File: config.mk
export PLATFORM = sky130hd
export DESIGN_NAME = irq_xfer_engine
export DESIGN_NICKNAME = d
export VERILOG_FILES = /design/src/rtl/irqx_pkg.sv /design/src/rtl/irqx_enable_bank.sv /design/src/rtl/irqx_pick.sv /design/src/rtl/irqx_sequencer.sv /design/src/rtl/irq_xfer_engine.sv
export SDC_FILE = /design/constraint.sdc
export NUM_CORES = 1
export LEC_CHECK = 0
export ABC_AREA = 1
export BUFFER_PORTS_ARGS = -buffer_cell sky130_fd_sc_hd__buf_4
export CORE_ASPECT_RATIO = 1.5
export CORE_MARGIN = 2
export CORE_UTILIZATION = 45
export DETAILED_ROUTE_END_ITERATION = 8
export PLACE_DENSITY = 0.72
export SYNTH_ARGS = -nofsm -noshare
export SYNTH_HDL_FRONTEND = slang
export SYNTH_SLANG_ARGS = --single-unit
File: constraint.sdc
create_clock -name clk -period 1.98 [get_ports clk]
set_input_delay 0.198 -clock clk [delete_from_list [all_inputs] [get_ports clk]]
set_output_delay 0.198 -clock clk [all_outputs]
set_load 0.01 [all_outputs]
File: src/rtl/irqx_pkg.sv
// Shared types for the descriptor transfer engine.
// Assumes 16-bit control words stored big-endian in byte-addressed memory.
package irqx_pkg;

    // Mode word bit positions (the control block format depends on them)
    localparam int MODE_WORD_BIT = 15;
    localparam int MODE_SINC_BIT = 14;
    localparam int MODE_DINC_BIT = 13;

    // Byte offsets of the words inside a control block
    localparam int OFS_MODE = 0;
    localparam int OFS_SRC  = 2;
    localparam int OFS_DST  = 4;
    localparam int OFS_CNT  = 6;

    typedef enum logic [3:0] {
        ST_IDLE,
        ST_VEC,
        ST_MODE,
        ST_SRC,
        ST_DST,
        ST_CNT,
        ST_RDATA,
        ST_WDATA,
        ST_WB_SRC,
        ST_WB_DST,
        ST_WB_CNT,
        ST_CLR
    } irqx_state_e;

    typedef struct packed {
        logic word;
        logic src_inc;
        logic dst_inc;
    } irqx_mode_t;

    // Extract the transfer attributes from a raw mode word
    function automatic irqx_mode_t decode_mode(input logic [15:0] raw);
        irqx_mode_t m;
        m.word    = raw[MODE_WORD_BIT];
        m.src_inc = raw[MODE_SINC_BIT];
        m.dst_inc = raw[MODE_DINC_BIT];
        return m;
    endfunction

endpackage

File: src/rtl/irqx_enable_bank.sv
// Per-source transfer enables and request routing.
// Enabled requests go to the engine, the rest go to the CPU.
// A load from en_wr wins over a clear from the sequencer in the same cycle.
module irqx_enable_bank #(
    parameter int NSRC = 4,
    parameter int IW   = 2
) (
    input  logic            clk,
    input  logic            rst_n,
    input  logic [NSRC-1:0] irq_req,
    input  logic            en_wr,
    input  logic [NSRC-1:0] en_wdata,
    input  logic            clr_valid,
    input  logic            clr_last,
    input  logic [IW-1:0]   clr_idx,
    output logic [NSRC-1:0] en_q,
    output logic [NSRC-1:0] eng_req,
    output logic [NSRC-1:0] cpu_irq
);

    // Hold the enable vector; drop a bit when its control block runs out
    always_ff @(posedge clk) begin
        if (!rst_n) begin
            en_q <= '0;
        end else if (en_wr) begin
            en_q <= en_wdata;
        end else if (clr_valid && clr_last) begin
            en_q[clr_idx] <= 1'b0;
        end
    end

    // Route each request to the engine or the CPU
    always_comb begin
        eng_req = irq_req & en_q;
        cpu_irq = irq_req & ~en_q;
    end

endmodule

File: src/rtl/irqx_pick.sv
// Fixed-priority selector: the lowest-index asserted request wins.
// Purely combinational; the caller samples it only when idle.
module irqx_pick #(
    parameter int NSRC = 4,
    parameter int IW   = 2
) (
    input  logic [NSRC-1:0] req,
    output logic            valid,
    output logic [IW-1:0]   idx
);

    logic [NSRC:0]   seen;
    logic [NSRC-1:0] first;

    assign seen[0] = 1'b0;

    genvar g;
    generate
        for (g = 0; g < NSRC; g++) begin : g_chain
            assign seen[g+1] = seen[g] | req[g];
            assign first[g]  = req[g] & ~seen[g];
        end
    endgenerate

    assign valid = seen[NSRC];

    // Encode the single winning bit into an index
    always_comb begin
        idx = '0;
        for (int i = 0; i < NSRC; i++) begin
            if (first[i]) idx = idx | IW'(i);
        end
    end

endmodule

File: src/rtl/irqx_sequencer.sv
// Service sequencer: vector read, four control-block reads, data read,
// data write, three write-backs, clear. Every memory access takes two
// cycles: an issue cycle (waits for grant) and a settle cycle in which
// read data is captured. Assumes read data arrives one cycle after issue.
module irqx_sequencer
    import irqx_pkg::*;
#(
    parameter int          NSRC     = 4,
    parameter int          IW       = 2,
    parameter int          AW       = 16,
    parameter logic [15:0] VEC_BASE = 16'h00A0
) (
    input  logic          clk,
    input  logic          rst_n,
    input  logic          start_valid,
    input  logic [IW-1:0] start_idx,
    input  logic          bus_gnt,
    input  logic [15:0]   mem_rdata,
    output logic          bus_req,
    output logic          mem_en,
    output logic          mem_we,
    output logic          mem_byte,
    output logic [AW-1:0] mem_addr,
    output logic [15:0]   mem_wdata,
    output logic          done_valid,
    output logic          done_last,
    output logic [IW-1:0] done_idx
);

    localparam logic [AW-1:0] VEC_BASE_A = AW'(VEC_BASE);

    irqx_state_e   state_q;
    logic          phase_q;
    logic [IW-1:0] idx_q;
    logic [AW-1:0] blk_q;
    logic [15:0]   mode_raw_q;
    logic [AW-1:0] src_q;
    logic [AW-1:0] dst_q;
    logic [15:0]   cnt_q;
    logic [15:0]   data_q;

    irqx_mode_t    mode;
    logic          accessing;
    logic [AW-1:0] step;
    irqx_state_e   next_access;

    assign mode      = decode_mode(mode_raw_q);
    assign accessing = (state_q != ST_IDLE) && (state_q != ST_CLR);
    assign step      = mode.word ? AW'(2) : AW'(1);

    // Order of the access states
    always_comb begin
        unique case (state_q)
            ST_VEC:    next_access = ST_MODE;
            ST_MODE:   next_access = ST_SRC;
            ST_SRC:    next_access = ST_DST;
            ST_DST:    next_access = ST_CNT;
            ST_CNT:    next_access = ST_RDATA;
            ST_RDATA:  next_access = ST_WDATA;
            ST_WDATA:  next_access = ST_WB_SRC;
            ST_WB_SRC: next_access = ST_WB_DST;
            ST_WB_DST: next_access = ST_WB_CNT;
            ST_WB_CNT: next_access = ST_CLR;
            default:   next_access = ST_IDLE;
        endcase
    end

    // Address, direction, size and write data for the current access
    always_comb begin
        mem_addr  = '0;
        mem_we    = 1'b0;
        mem_byte  = 1'b0;
        mem_wdata = '0;
        unique case (state_q)
            ST_VEC:    mem_addr = VEC_BASE_A + {{(AW-IW-1){1'b0}}, idx_q, 1'b0};
            ST_MODE:   mem_addr = blk_q + AW'(OFS_MODE);
            ST_SRC:    mem_addr = blk_q + AW'(OFS_SRC);
            ST_DST:    mem_addr = blk_q + AW'(OFS_DST);
            ST_CNT:    mem_addr = blk_q + AW'(OFS_CNT);
            ST_RDATA: begin
                mem_addr = src_q;
                mem_byte = ~mode.word;
            end
            ST_WDATA: begin
                mem_addr  = dst_q;
                mem_we    = 1'b1;
                mem_byte  = ~mode.word;
                mem_wdata = data_q;
            end
            ST_WB_SRC: begin
                mem_addr  = blk_q + AW'(OFS_SRC);
                mem_we    = 1'b1;
                mem_wdata = 16'(src_q);
            end
            ST_WB_DST: begin
                mem_addr  = blk_q + AW'(OFS_DST);
                mem_we    = 1'b1;
                mem_wdata = 16'(dst_q);
            end
            ST_WB_CNT: begin
                mem_addr  = blk_q + AW'(OFS_CNT);
                mem_we    = 1'b1;
                mem_wdata = cnt_q;
            end
            default: ;
        endcase
    end

    assign mem_en     = accessing && !phase_q && bus_gnt;
    assign bus_req    = (state_q != ST_IDLE);
    assign done_valid = (state_q == ST_CLR);
    assign done_last  = (cnt_q == 16'h0000);
    assign done_idx   = idx_q;

    // State and phase progression
    always_ff @(posedge clk) begin
        if (!rst_n) begin
            state_q <= ST_IDLE;
            phase_q <= 1'b0;
            idx_q   <= '0;
        end else begin
            unique case (state_q)
                ST_IDLE: begin
                    phase_q <= 1'b0;
                    if (start_valid) begin
                        idx_q   <= start_idx;
                        state_q <= ST_VEC;
                    end
                end
                ST_CLR: state_q <= ST_IDLE;
                default: begin
                    if (!phase_q) begin
                        if (bus_gnt) phase_q <= 1'b1;
                    end else begin
                        phase_q <= 1'b0;
                        state_q <= next_access;
                    end
                end
            endcase
        end
    end

    // Capture read data and apply the post-move updates in the settle cycle
    always_ff @(posedge clk) begin
        if (!rst_n) begin
            blk_q      <= '0;
            mode_raw_q <= '0;
            src_q      <= '0;
            dst_q      <= '0;
            cnt_q      <= '0;
            data_q     <= '0;
        end else if (accessing && phase_q) begin
            unique case (state_q)
                ST_VEC:   blk_q      <= AW'(mem_rdata);
                ST_MODE:  mode_raw_q <= mem_rdata;
                ST_SRC:   src_q      <= AW'(mem_rdata);
                ST_DST:   dst_q      <= AW'(mem_rdata);
                ST_CNT:   cnt_q      <= mem_rdata;
                ST_RDATA: data_q     <= mode.word ? mem_rdata : {8'h00, mem_rdata[7:0]};
                ST_WDATA: begin
                    if (mode.src_inc) src_q <= src_q + step;
                    if (mode.dst_inc) dst_q <= dst_q + step;
                    cnt_q <= cnt_q - 16'd1;
                end
                default: ;
            endcase
        end
    end

endmodule

File: src/rtl/irq_xfer_engine.sv
// Top of the interrupt-triggered descriptor transfer engine.
// Routes requests, picks the lowest enabled source when idle, runs one
// service, then pulses the clear line of the served source.
module irq_xfer_engine #(
    parameter int          NSRC     = 4,
    parameter int          AW       = 16,
    parameter logic [15:0] VEC_BASE = 16'h00A0
) (
    input  logic            clk,
    input  logic            rst_n,
    input  logic [NSRC-1:0] irq_req,
    input  logic            en_wr,
    input  logic [NSRC-1:0] en_wdata,
    output logic [NSRC-1:0] en_state,
    output logic [NSRC-1:0] cpu_irq,
    output logic [NSRC-1:0] irq_clr,
    output logic            bus_req,
    input  logic            bus_gnt,
    output logic            mem_en,
    output logic            mem_we,
    output logic            mem_byte,
    output logic [AW-1:0]   mem_addr,
    output logic [15:0]     mem_wdata,
    input  logic [15:0]     mem_rdata
);

    localparam int IW = (NSRC > 1) ? $clog2(NSRC) : 1;

    logic [NSRC-1:0] eng_req;
    logic            pick_valid;
    logic [IW-1:0]   pick_idx;
    logic            done_valid;
    logic            done_last;
    logic [IW-1:0]   done_idx;

    irqx_enable_bank #(.NSRC(NSRC), .IW(IW)) u_en (
        .clk       (clk),
        .rst_n     (rst_n),
        .irq_req   (irq_req),
        .en_wr     (en_wr),
        .en_wdata  (en_wdata),
        .clr_valid (done_valid),
        .clr_last  (done_last),
        .clr_idx   (done_idx),
        .en_q      (en_state),
        .eng_req   (eng_req),
        .cpu_irq   (cpu_irq)
    );

    irqx_pick #(.NSRC(NSRC), .IW(IW)) u_pick (
        .req   (eng_req),
        .valid (pick_valid),
        .idx   (pick_idx)
    );

    irqx_sequencer #(.NSRC(NSRC), .IW(IW), .AW(AW), .VEC_BASE(VEC_BASE)) u_seq (
        .clk         (clk),
        .rst_n       (rst_n),
        .start_valid (pick_valid),
        .start_idx   (pick_idx),
        .bus_gnt     (bus_gnt),
        .mem_rdata   (mem_rdata),
        .bus_req     (bus_req),
        .mem_en      (mem_en),
        .mem_we      (mem_we),
        .mem_byte    (mem_byte),
        .mem_addr    (mem_addr),
        .mem_wdata   (mem_wdata),
        .done_valid  (done_valid),
        .done_last   (done_last),
        .done_idx    (done_idx)
    );

    // Decode the finishing service into a per-source clear pulse
    genvar g;
    generate
        for (g = 0; g < NSRC; g++) begin : g_clr
            assign irq_clr[g] = done_valid && (done_idx == IW'(g));
        end
    endgenerate

endmodule

After elaboration in Yosys (flattened, before gate mapping)
Memory sizes are Yosys's and may differ from the RTL's. A register that Yosys moved wholly into a read port is not among the register bits.
Cells that the tools add are included.

word-level totals
  register bits = 107
  memory bits (read-only) = 64
  input port bits = 28
  output and inout bits = 48
  logic and storage cells = 112
  memories = 1

cells by class
  $add $sub $neg = 7
  magnitude comparators = 2
  equal/unequal tests = 18
  muxes and demuxes = 26
  bitwise gates (word level) = 15
  reductions and logical operators = 33

memory list
  memory            words  width  rd ports  clocked after memory_dff  wr ports  RTL line              source
  (name not given)  16     4      1         1                         0         irqx_sequencer.sv:53  unique case (state_q)

operator list
  operator                                                              number
  16-bit one-hot mux with 7 select lines                                1
  16-bit one-hot mux with 2 select lines                                3
  16-bit one-hot mux with 4 select lines                                1
  16-bit two-way mux                                                    3
  16-bit adder                                                          2
  16-bit by 3-bit adder with 16-bit output, second input constant       2
  4-bit two-way mux                                                     6
  16-bit by 2-bit adder with 16-bit output, second input constant       1
  4-bit by 3-bit == test with 1-bit output, second input constant       4
  4-bit == test, second input constant                                  4
  16-bit logical NOT                                                    1
  16-bit by 1-bit subtractor with 16-bit output, second input constant  1
  4-bit bitwise AND                                                     3
  2-bit AND reduction                                                   6
  1-bit logical AND                                                     10
  8-bit by 3-bit adder with 9-bit output, first input constant          1
  4-bit by 2-bit == test with 1-bit output, second input constant       2
  4-bit inverter                                                        2
  4-bit one-hot mux with 2 select lines                                 1
  2-bit nonzero test                                                    4
  2-bit OR reduction                                                    4
  1-bit two-way mux                                                     6
  2-bit two-way mux                                                     3
  3-bit AND reduction                                                   2
  other kinds (19)                                                      28

Longest topological paths before layout
Gate-level depths: netlist of run 1.

  depth in word-level cells = 8
  gate-level depth with buffers = 15
  depth with buffers taken out = 14

Modules after synthesis
Synthesis of run 1 repeated with hierarchy kept, for this count alone.

unflattened totals
  cell total of the unflattened synthesis = 1,084
  area total of the unflattened synthesis = 6,701.4 um^2

by module, submodules not included
  module            instances  cells each  area each (um^2)  sequential area each (um^2)
  irqx_sequencer    1          1,025       6,386.1           1,881.8
  irqx_enable_bank  1          42          236.5             80.1
  irqx_pick         1          9           48.8              0.0
  irq_xfer_engine   1          8           30.0              0.0

Least setup slack after synthesis of run 1
Ideal clock, no wire load.

  kind = register to register
  start = register u_seq.mode_raw_q[15]
  end = register u_seq.dst_q[14]
  setup time = 109 ps
  data arrival time = 2,037 ps
  required time = 1,871 ps
  slack = -166 ps
  cell stages (with the launch flop) = 16
  path buffers = 1
  clock period less this slack = 2,146 ps
  cell sequence = dfxtp_1 > clkbuf_1 > inv_1 > ha_1 > inv_1 > fa_1 > inv_1 > nand2_1 > nor3_1 > nand3_1 > nor2_1 > nand2_1 > nand2_1 > nand3_1 > nand2_1 > inv_1

on the way
  longest elaborated chain between the ends = 4

RTL lines
  item                                    RTL line               source
  from (decl)                             irqx_sequencer.sv:36   logic [15:0] mode_raw_q;
  from (signal assigned)                  irqx_sequencer.sv:155  ST_MODE: mode_raw_q <= mem_rdata;
  2-bit two-way mux                       irqx_sequencer.sv:49   assign step = mode.word ? AW'(2) : AW'(1);
  16-bit adder                            irqx_sequencer.sv:162  if (mode.dst_inc) dst_q <= dst_q + step;
  16-bit two-way mux                      irqx_sequencer.sv:162
  16-bit one-hot mux with 2 select lines  irqx_sequencer.sv:153  unique case (state_q)
  to (signal assigned)                    irqx_sequencer.sv:157  ST_DST: dst_q <= AW'(mem_rdata);
  to (signal assigned)                    irqx_sequencer.sv:162
  to (decl)                               irqx_sequencer.sv:38   logic [AW-1:0] dst_q;

Every way passes these cells. The select of a mux whose other input is x is not followed.
A chain may end at the register's enable or synchronous reset.

Worst setup path in the final report of run 1
  start = register u_seq.state_q[3]
  end = output mem_addr[11]

on the way
  longest elaborated chain between the ends = 3
  elaborated cells between the ends (all ways) = 14
  classes of those cells = 10 x eq/ne; 1 x mux; 3 x reduce/logical

RTL lines
  item                                                                    RTL line               source
  from (decl)                                                             irqx_sequencer.sv:32   irqx_state_e state_q;
  from (signal assigned)                                                  irqx_sequencer.sv:136  state_q <= next_access;
  4-bit by 3-bit == test with 1-bit output, or another cell as far along  irqx_sequencer.sv:74   unique case (state_q)
  2-bit OR reduction (no source line)                                     -
  16-bit one-hot mux with 7 select lines (*)                              irqx_sequencer.sv:74
  to (decl)                                                               irq_xfer_engine.sv:22  output logic [AW-1:0] mem_addr,

Mark *: on every way between the ends. The rest lies on a longest branch, timed or not.

==> results of run 1 <==
==> worst max-delay path, delay by kind of cell (launching register included) <==
kind | cells | cell delay (ns)
AND/OR/NAND/NOR | 7 | 0.57
AO/OA/AOI/OAI | 1 | 0.15
buffers and inverters | 5 | 0.40
flip-flops | 1 | 0.33
XOR/XNOR | 1 | 0.15
adder cells (fa/ha/maj) | 1 | 0.39
==> per-layer routing <==
metal | track usage, % | vias to the layer above | part of all wire, %
met5 | 0 | - | 0
met3 | 4.37 | 125 | 8.3
met2 | 51.9 | 514 | 47
met4 | 25.1 | 0 | 9.1
met1 | 37.9 | 3709 | 35
li1 | - | 3911 | -
==> worst paths after layout <==
kind                                   end                     startpoint  slack (ns)
max                           mem_addr[11]  u_seq.state_q[3]$_SDFFE_PN0N_       -0.55
min            u_seq.blk_q[9]$_SDFFE_PN0P_                   mem_rdata[9]        0.12
max reg2reg   u_seq.next_access[1]$_DFF_P_  u_seq.state_q[1]$_SDFFE_PN0N_       -0.03
min reg2reg  u_seq.data_q[15]$_SDFFE_PN0P_  u_seq.data_q[15]$_SDFFE_PN0P_        0.46
==> power by group <==
group	internal (W)	switching [W]	leakage, nW
Clock	0.00114	0.000787	0.152
Sequential	0.00204	0.0000798	0.794
Combinational	0.000677	0.000856	3.20
==> through the flow <==
stage | hold slack (ns) | instances | total power, W | setup slack, ns
6_report | 0.124 | 1439 | 0.00558 | -0.549
5_1_grt | 0.146 | 1439 | 0.00579 | -0.663
4_1_cts | 0.121 | 1420 | 0.00517 | -0.480
3_5_place_dp | 0.458 | 1382 | 0.00316 | -0.253
3_3_place_gp | 0.453 | 1382 | 0.00316 | -0.226
2_1_floorplan | 0.333 | 1073 | 0.00269 | 0.00117
==> Yosys cell counts, types with 2 or more instances <==
library cell  number  area [µm²]
o21ai_0           83         415
nand3_1           92         460
dfxtp_1           98        1960
o2111ai_1          6        52.6
ha_1              10         125
nand2_2            3        18.8
a21oi_1          110         551
o22ai_1           18         113
buf_1              2        7.51
fa_1               3        60.1
buf_2             23         115
inv_2             11        41.3
nor2_1           113         424
nor3_1            22         110
a221oi_1           4        35.0
o21bai_1           2        15.0
a31oi_1           11        68.8
clkbuf_1          15        56.3
o21ai_1           33         165
nor2_2             4        25.0
xor2_1             9        78.8
a211oi_1           4        30.0
o211ai_1           9        67.6
nand2_1          220         826
inv_1            141         529
nand4_1           11        68.8
clkinv_1           2        7.51
xnor2_1            2        17.5
a22oi_1            2        15.0
==> final cells by class <==
cell class / instances / area [µm²] / share of cell area [%]
sequential: 98 / 1980 / 21.1
inverter: 154 / 617 / 6.59
tap: 196 / 245 / 2.62
clock buffer: 11 / 243 / 2.59
clock inverter: 4 / 76.3 / 0.815
multi-input combinational: 780 / 4440 / 47.4
timing repair buffer: 196 / 1770 / 18.9
==> state kept, by name, indices dropped and copies added (netlist names) <==
signal,cells
u_seq.data_q,16
u_seq.dst_q,16
u_seq.phase_q,1
u_en.en_q,4
u_seq.src_q,16
u_seq.next_access,4
u_seq.blk_q,16
u_seq.done_idx,2
u_seq.mode_raw_q,3
u_seq.cnt_q,16
u_seq.state_q,4
==> what timing repair did <==
action                                  in CTS  in global routing
hold buffers                                 0                  0
pin swaps                                   28                 54
setup buffers                               26                 25
endpoints found under the setup margin      39                 64
cloned                                       0                  1
resized for setup                           72                145
==> kinds of logic after synthesis <==
| family | Yosys count | share of synthesized area (%) |
|---|---|---|
| xor+xnor | 11 | 1.47 |
| flops | 98 | 29.9 |
| compound gates | 286 | 23.8 |
| fa+ha+maj | 13 | 2.82 |
| buf+inv | 195 | 11.7 |
| simple gates | 470 | 30.3 |
==> impl_metrics.ini, run 1 <==
[setup_path]
reg2reg_depth = 12
crit_slowest_cell = fa_2
crit_required_ns = 1.78
crit_type = flip-flop to output pin
crit_path_end_kind = output pin
critical_path_arrival_ns = 2.33
crit_chain = inv_2 -> nand2_2 -> inv_2 -> nand2_4 -> nand2_4 -> inv_4 -> fa_2 -> nor2_4 -> nand2_4 -> inv_2 -> nand2_2 -> xor2_1 -> a21oi_1 -> nand2_1 -> buf_6
critPathMaxStageDelay_ns = 0.39
cp-start-kind = flip-flop
path_max_fanout = 3

[floorplanning]
fp.dieW_um = 103
die-area_um2 = 15600
core_um2 = 14400
start_util_pct = 45.6
ios = 76
fp.dieH_um = 152
rows = 54

[sta]
rsz0062_at_grt = true
layout_min_cycle_time_ns = 2.53
tightest_slew_ns = 0.452
maxSlewViolCount = 0
skew_ns = 0.00767
fin_tns_setup_ns = -6.98
setup_ws_ns = -0.549
setup_viol = 28
hold_viol_final = 0
fmax_mhz = 395
relSlewSlack_pct = 69.6
period_share_pct = 128

[drt]
drt_iter0_markers = 1033
wl_per_cell_um = 18.4
drcViolationCount = 0
wl_um = 26500
vias = 8259
drtAntennaViolNets = 0
viasPerCell = 5.74
dr.pass1.iters = 7

[yosys]
synth_seq_cells = 98
syn_inst = 1073
mappedNetlistNets = 1114
post_synth_num_cell_types = 39
async_reset_ff_share_pct = 0
syn_avg_cell_area_um2 = 6.11
yosys_warnings = 0
synth-main-ff-cell = dfxtp_1
synth-edff-count = 0
synth_seq_area_share_pct = 29.9
netlist_area_um2 = 6560

[placement]
dp_hpwl_um = 18600
port_buffers = 75
placed_area_um2 = 7880
routabilityCongestion = 1.01

[grt]
overflow = 0
grt_pass1_wl_um = 38800
grt.total_usage_pct = 32.4
grt_max_degree = 69
grt_pass1_vias = 7538
antenna_found_initial = 0

[clock_network]
cts_tree = done
clockBufferDepth = 2
htree_levels = 3
clk_latency_ns = 0.35
clock-sinks = 98
cts.clk_slew.worst_paths_ns = 0.07
cts-root-buf = clkbuf_16
cts_buffers = 9

[run]
cap_violations = 0

[cells_and_area]
fin_nets = 1280
finalInstanceArea_um2 = 9360
final_util_pct = 65.1
layout_common_cells = nand2_1 (186), buf_4 (145), inv_1 (124), a21oi_1 (100)
drive_above_1_share_pct = 28.8
layout_commonest_cell = nand2_1
syn2layout_area_growth_pct = 42.8
nFillCells = 1264
antenna_cells = 0

[status]
status = finished, violations left
violations = setup timing

[worst_hold_path]
hold_path_depth = 3
hp-class = primary input to flip-flop

[power_and_ir_drop]
power_leakage_nw = 4.15
power_density_nw_per_um2 = 596
vdd_drop_max_mv = 0.521
Power figures use the tool's default switching activity.
==> run 2: changes to the inputs <==
--- a/config.mk
+++ b/config.mk
@@ -11,7 +11,7 @@
 export CORE_MARGIN = 2
 export CORE_UTILIZATION = 45
 export DETAILED_ROUTE_END_ITERATION = 8
-export PLACE_DENSITY = 0.72
+export PLACE_DENSITY = 0.69
 export SYNTH_ARGS = -nofsm -noshare
 export SYNTH_HDL_FRONTEND = slang
 export SYNTH_SLANG_ARGS = --single-unit
==> constraint.sdc (replaced) <==
create_clock -name clk -period 3.3 [get_ports clk]
set_input_delay 0.33 -clock clk [delete_from_list [all_inputs] [get_ports clk]]
set_output_delay 0.33 -clock clk [all_outputs]
set_load 0.01 [all_outputs]
==> run 2 against run 1 <==
First-iteration DRC count is 35% lower; combinational power is 66% lower; power shrank 47%; final area down 19%; largest cell class unchanged; cell count shrank 7.4%; hold slack improved by 0.14 ns; worst setup slack gained 0.77 ns; the run now ends clean.
==> impl_metrics.ini, run 2 (synthesized netlist as in run 1, its figures left out) <==
[status]
status = completed

[floorplanning]
start_util_pct = 45.6
core_um2 = 14400
ios = 76
die-area_um2 = 15600
rows = 54
fp.dieH_um = 152
fp.dieW_um = 103

[worst_hold_path]
hold_start = mem_rdata[12]
hold_path_depth = 3
hp-class = primary input to flip-flop
holdPathEnd = u_seq.blk_q[12]$_SDFFE_PN0P_

[sta]
tightest_slew_ns = 0.657
fmax_mhz = 325
period_share_pct = 93.1
relSlewSlack_pct = 56.2
setup_viol = 0
whs_ns = 0.261
rsz0062_at_grt = false
hold_viol_final = 0
skew_ns = 0.00918
setup_ws_ns = 0.226
layout_min_cycle_time_ns = 3.07
fin_tns_setup_ns = 0
maxSlewViolCount = 0

[drt]
viasPerCell = 5.72
drtAntennaViolNets = 0
dr.pass1.iters = 5
wl_um = 23500
drt_iter0_markers = 669
vias = 7624
drcViolationCount = 0
wl_per_cell_um = 17.6

[setup_path]
cp-start-kind = flip-flop
critPathMaxStageDelay_ns = 0.41
regToRegEndpoint = u_seq.dst_q[14]$_SDFFE_PN0P_
crit_required_ns = 2.97
crit_type = flip-flop to output pin
path_max_fanout = 4
critical_path_arrival_ns = 2.74
r2r_setup_slack_ns = 0.70
crit_chain = inv_1 -> nor2_1 -> nand2_1 -> nand2_1 -> inv_2 -> fa_1 -> nor2_1 -> nand2_1 -> inv_1 -> nand2_1 -> xor2_1 -> a21oi_1 -> nand2_1 -> buf_4
reg2reg_depth = 14
crit_path_end_kind = output pin
crit_slowest_cell = fa_1
cpMostUsedCell = nand2_1
timing.rr.start = u_seq.mode_raw_q[15]$_SDFFE_PN0P_

[placement]
routabilityCongestion = 0.978
pre_cts_ws_ns = 0.663
placed_area_um2 = 7300
dp_hpwl_um = 18000
port_buffers = 75

[clock_network]
clockBufferDepth = 2
cts.clk_slew.worst_paths_ns = 0.07
cts_hold_buffers = 0
post_cts_buffers = 0
cts_resized = 0
clk_latency_ns = 0.35
cts_tree = done
htree_levels = 3
cts_buffers = 9
clock-sinks = 98
cts-root-buf = clkbuf_16

[cells_and_area]
syn2layout_area_growth_pct = 16.2
antenna_cells = 0
layout_common_cells = nand2_1 (220), inv_1 (141), nor2_1 (112), a21oi_1 (110), dfxtp_1 (98)
layout_commonest_cell = nand2_1
seq_area_um2 = 1960
multi_input_area_um2 = 3840
fin_nets = 1174
drive_above_1_share_pct = 11.3
nFillCells = 1498
finalInstanceArea_um2 = 7620

[run]
cap_violations = 0

[grt]
grt_pass1_vias = 7096
antenna_found_initial = 0
overflow = 0
grt_pass1_wl_um = 36700
grt_max_degree = 69
grt.total_usage_pct = 30.4

[power_and_ir_drop]
power_leakage_nw = 3.31
vdd_drop_max_mv = 0.317
power_density_nw_per_um2 = 387
run 2: how the worst max path moves through the flow:
stage	from	to	slack [ns]	cells after the start
2_1_floorplan	u_seq.state_q[0]$_SDFFE_PN0N_	mem_addr[9]	1.08	13
3_3_place_gp	u_seq.state_q[3]$_SDFFE_PN0N_	mem_addr[11]	0.74	14
3_5_place_dp	u_seq.state_q[0]$_SDFFE_PN0N_	mem_addr[11]	0.66	14
4_1_cts	u_seq.state_q[0]$_SDFFE_PN0N_	mem_addr[11]	0.28	14
5_1_grt	u_seq.state_q[0]$_SDFFE_PN0N_	mem_addr[9]	0.02	14
6_report	u_seq.state_q[0]$_SDFFE_PN0N_	mem_addr[11]	0.23	14
run 2: area by class of cell:
class | instances | area share, %
Clock buffer | 11 | 3.19
Multi-Input combinational cell | 780 | 50.4
Sequential cell | 98 | 25.8
Clock inverter | 4 | 1.00
Tap cell | 196 | 3.22
Inverter | 154 | 7.59
Timing Repair Buffer | 90 | 8.87
run 2: through the flow:
stage               util, %  power, W  cells
floorplan                 -   0.00161   1073
global placement       50.7   0.00181   1318
detailed placement     50.7   0.00181   1318
CTS                    52.9   0.00295   1333
global route           52.9   0.00306   1333
finish                 52.9   0.00295   1333
run 2: power breakdown:
group          internal [W]  switching [W]  leakage, nW
clock              0.000684       0.000475        0.152
combinational      0.000175       0.000345         2.36
sequential          0.00122      0.0000464        0.791
run 2: routing by layer:
metal / GRT usage, % / vias to the layer above / share of wire, %
li1: - / 3687 / -
met1: 36.9 / 3446 / 38
met2: 48.7 / 384 / 47
met3: 4.92 / 107 / 7.7
met4: 19.6 / 0 / 7.5
met5: 0 / - / 0
run 2: critical path: cells and delay by family, from the launching register on:
family | cells | cell delay, ns
simple gates | 7 | 0.92
buf+inv | 4 | 0.41
fa+ha+maj | 1 | 0.41
flops | 1 | 0.37
xor+xnor | 1 | 0.16
compound gates | 1 | 0.12
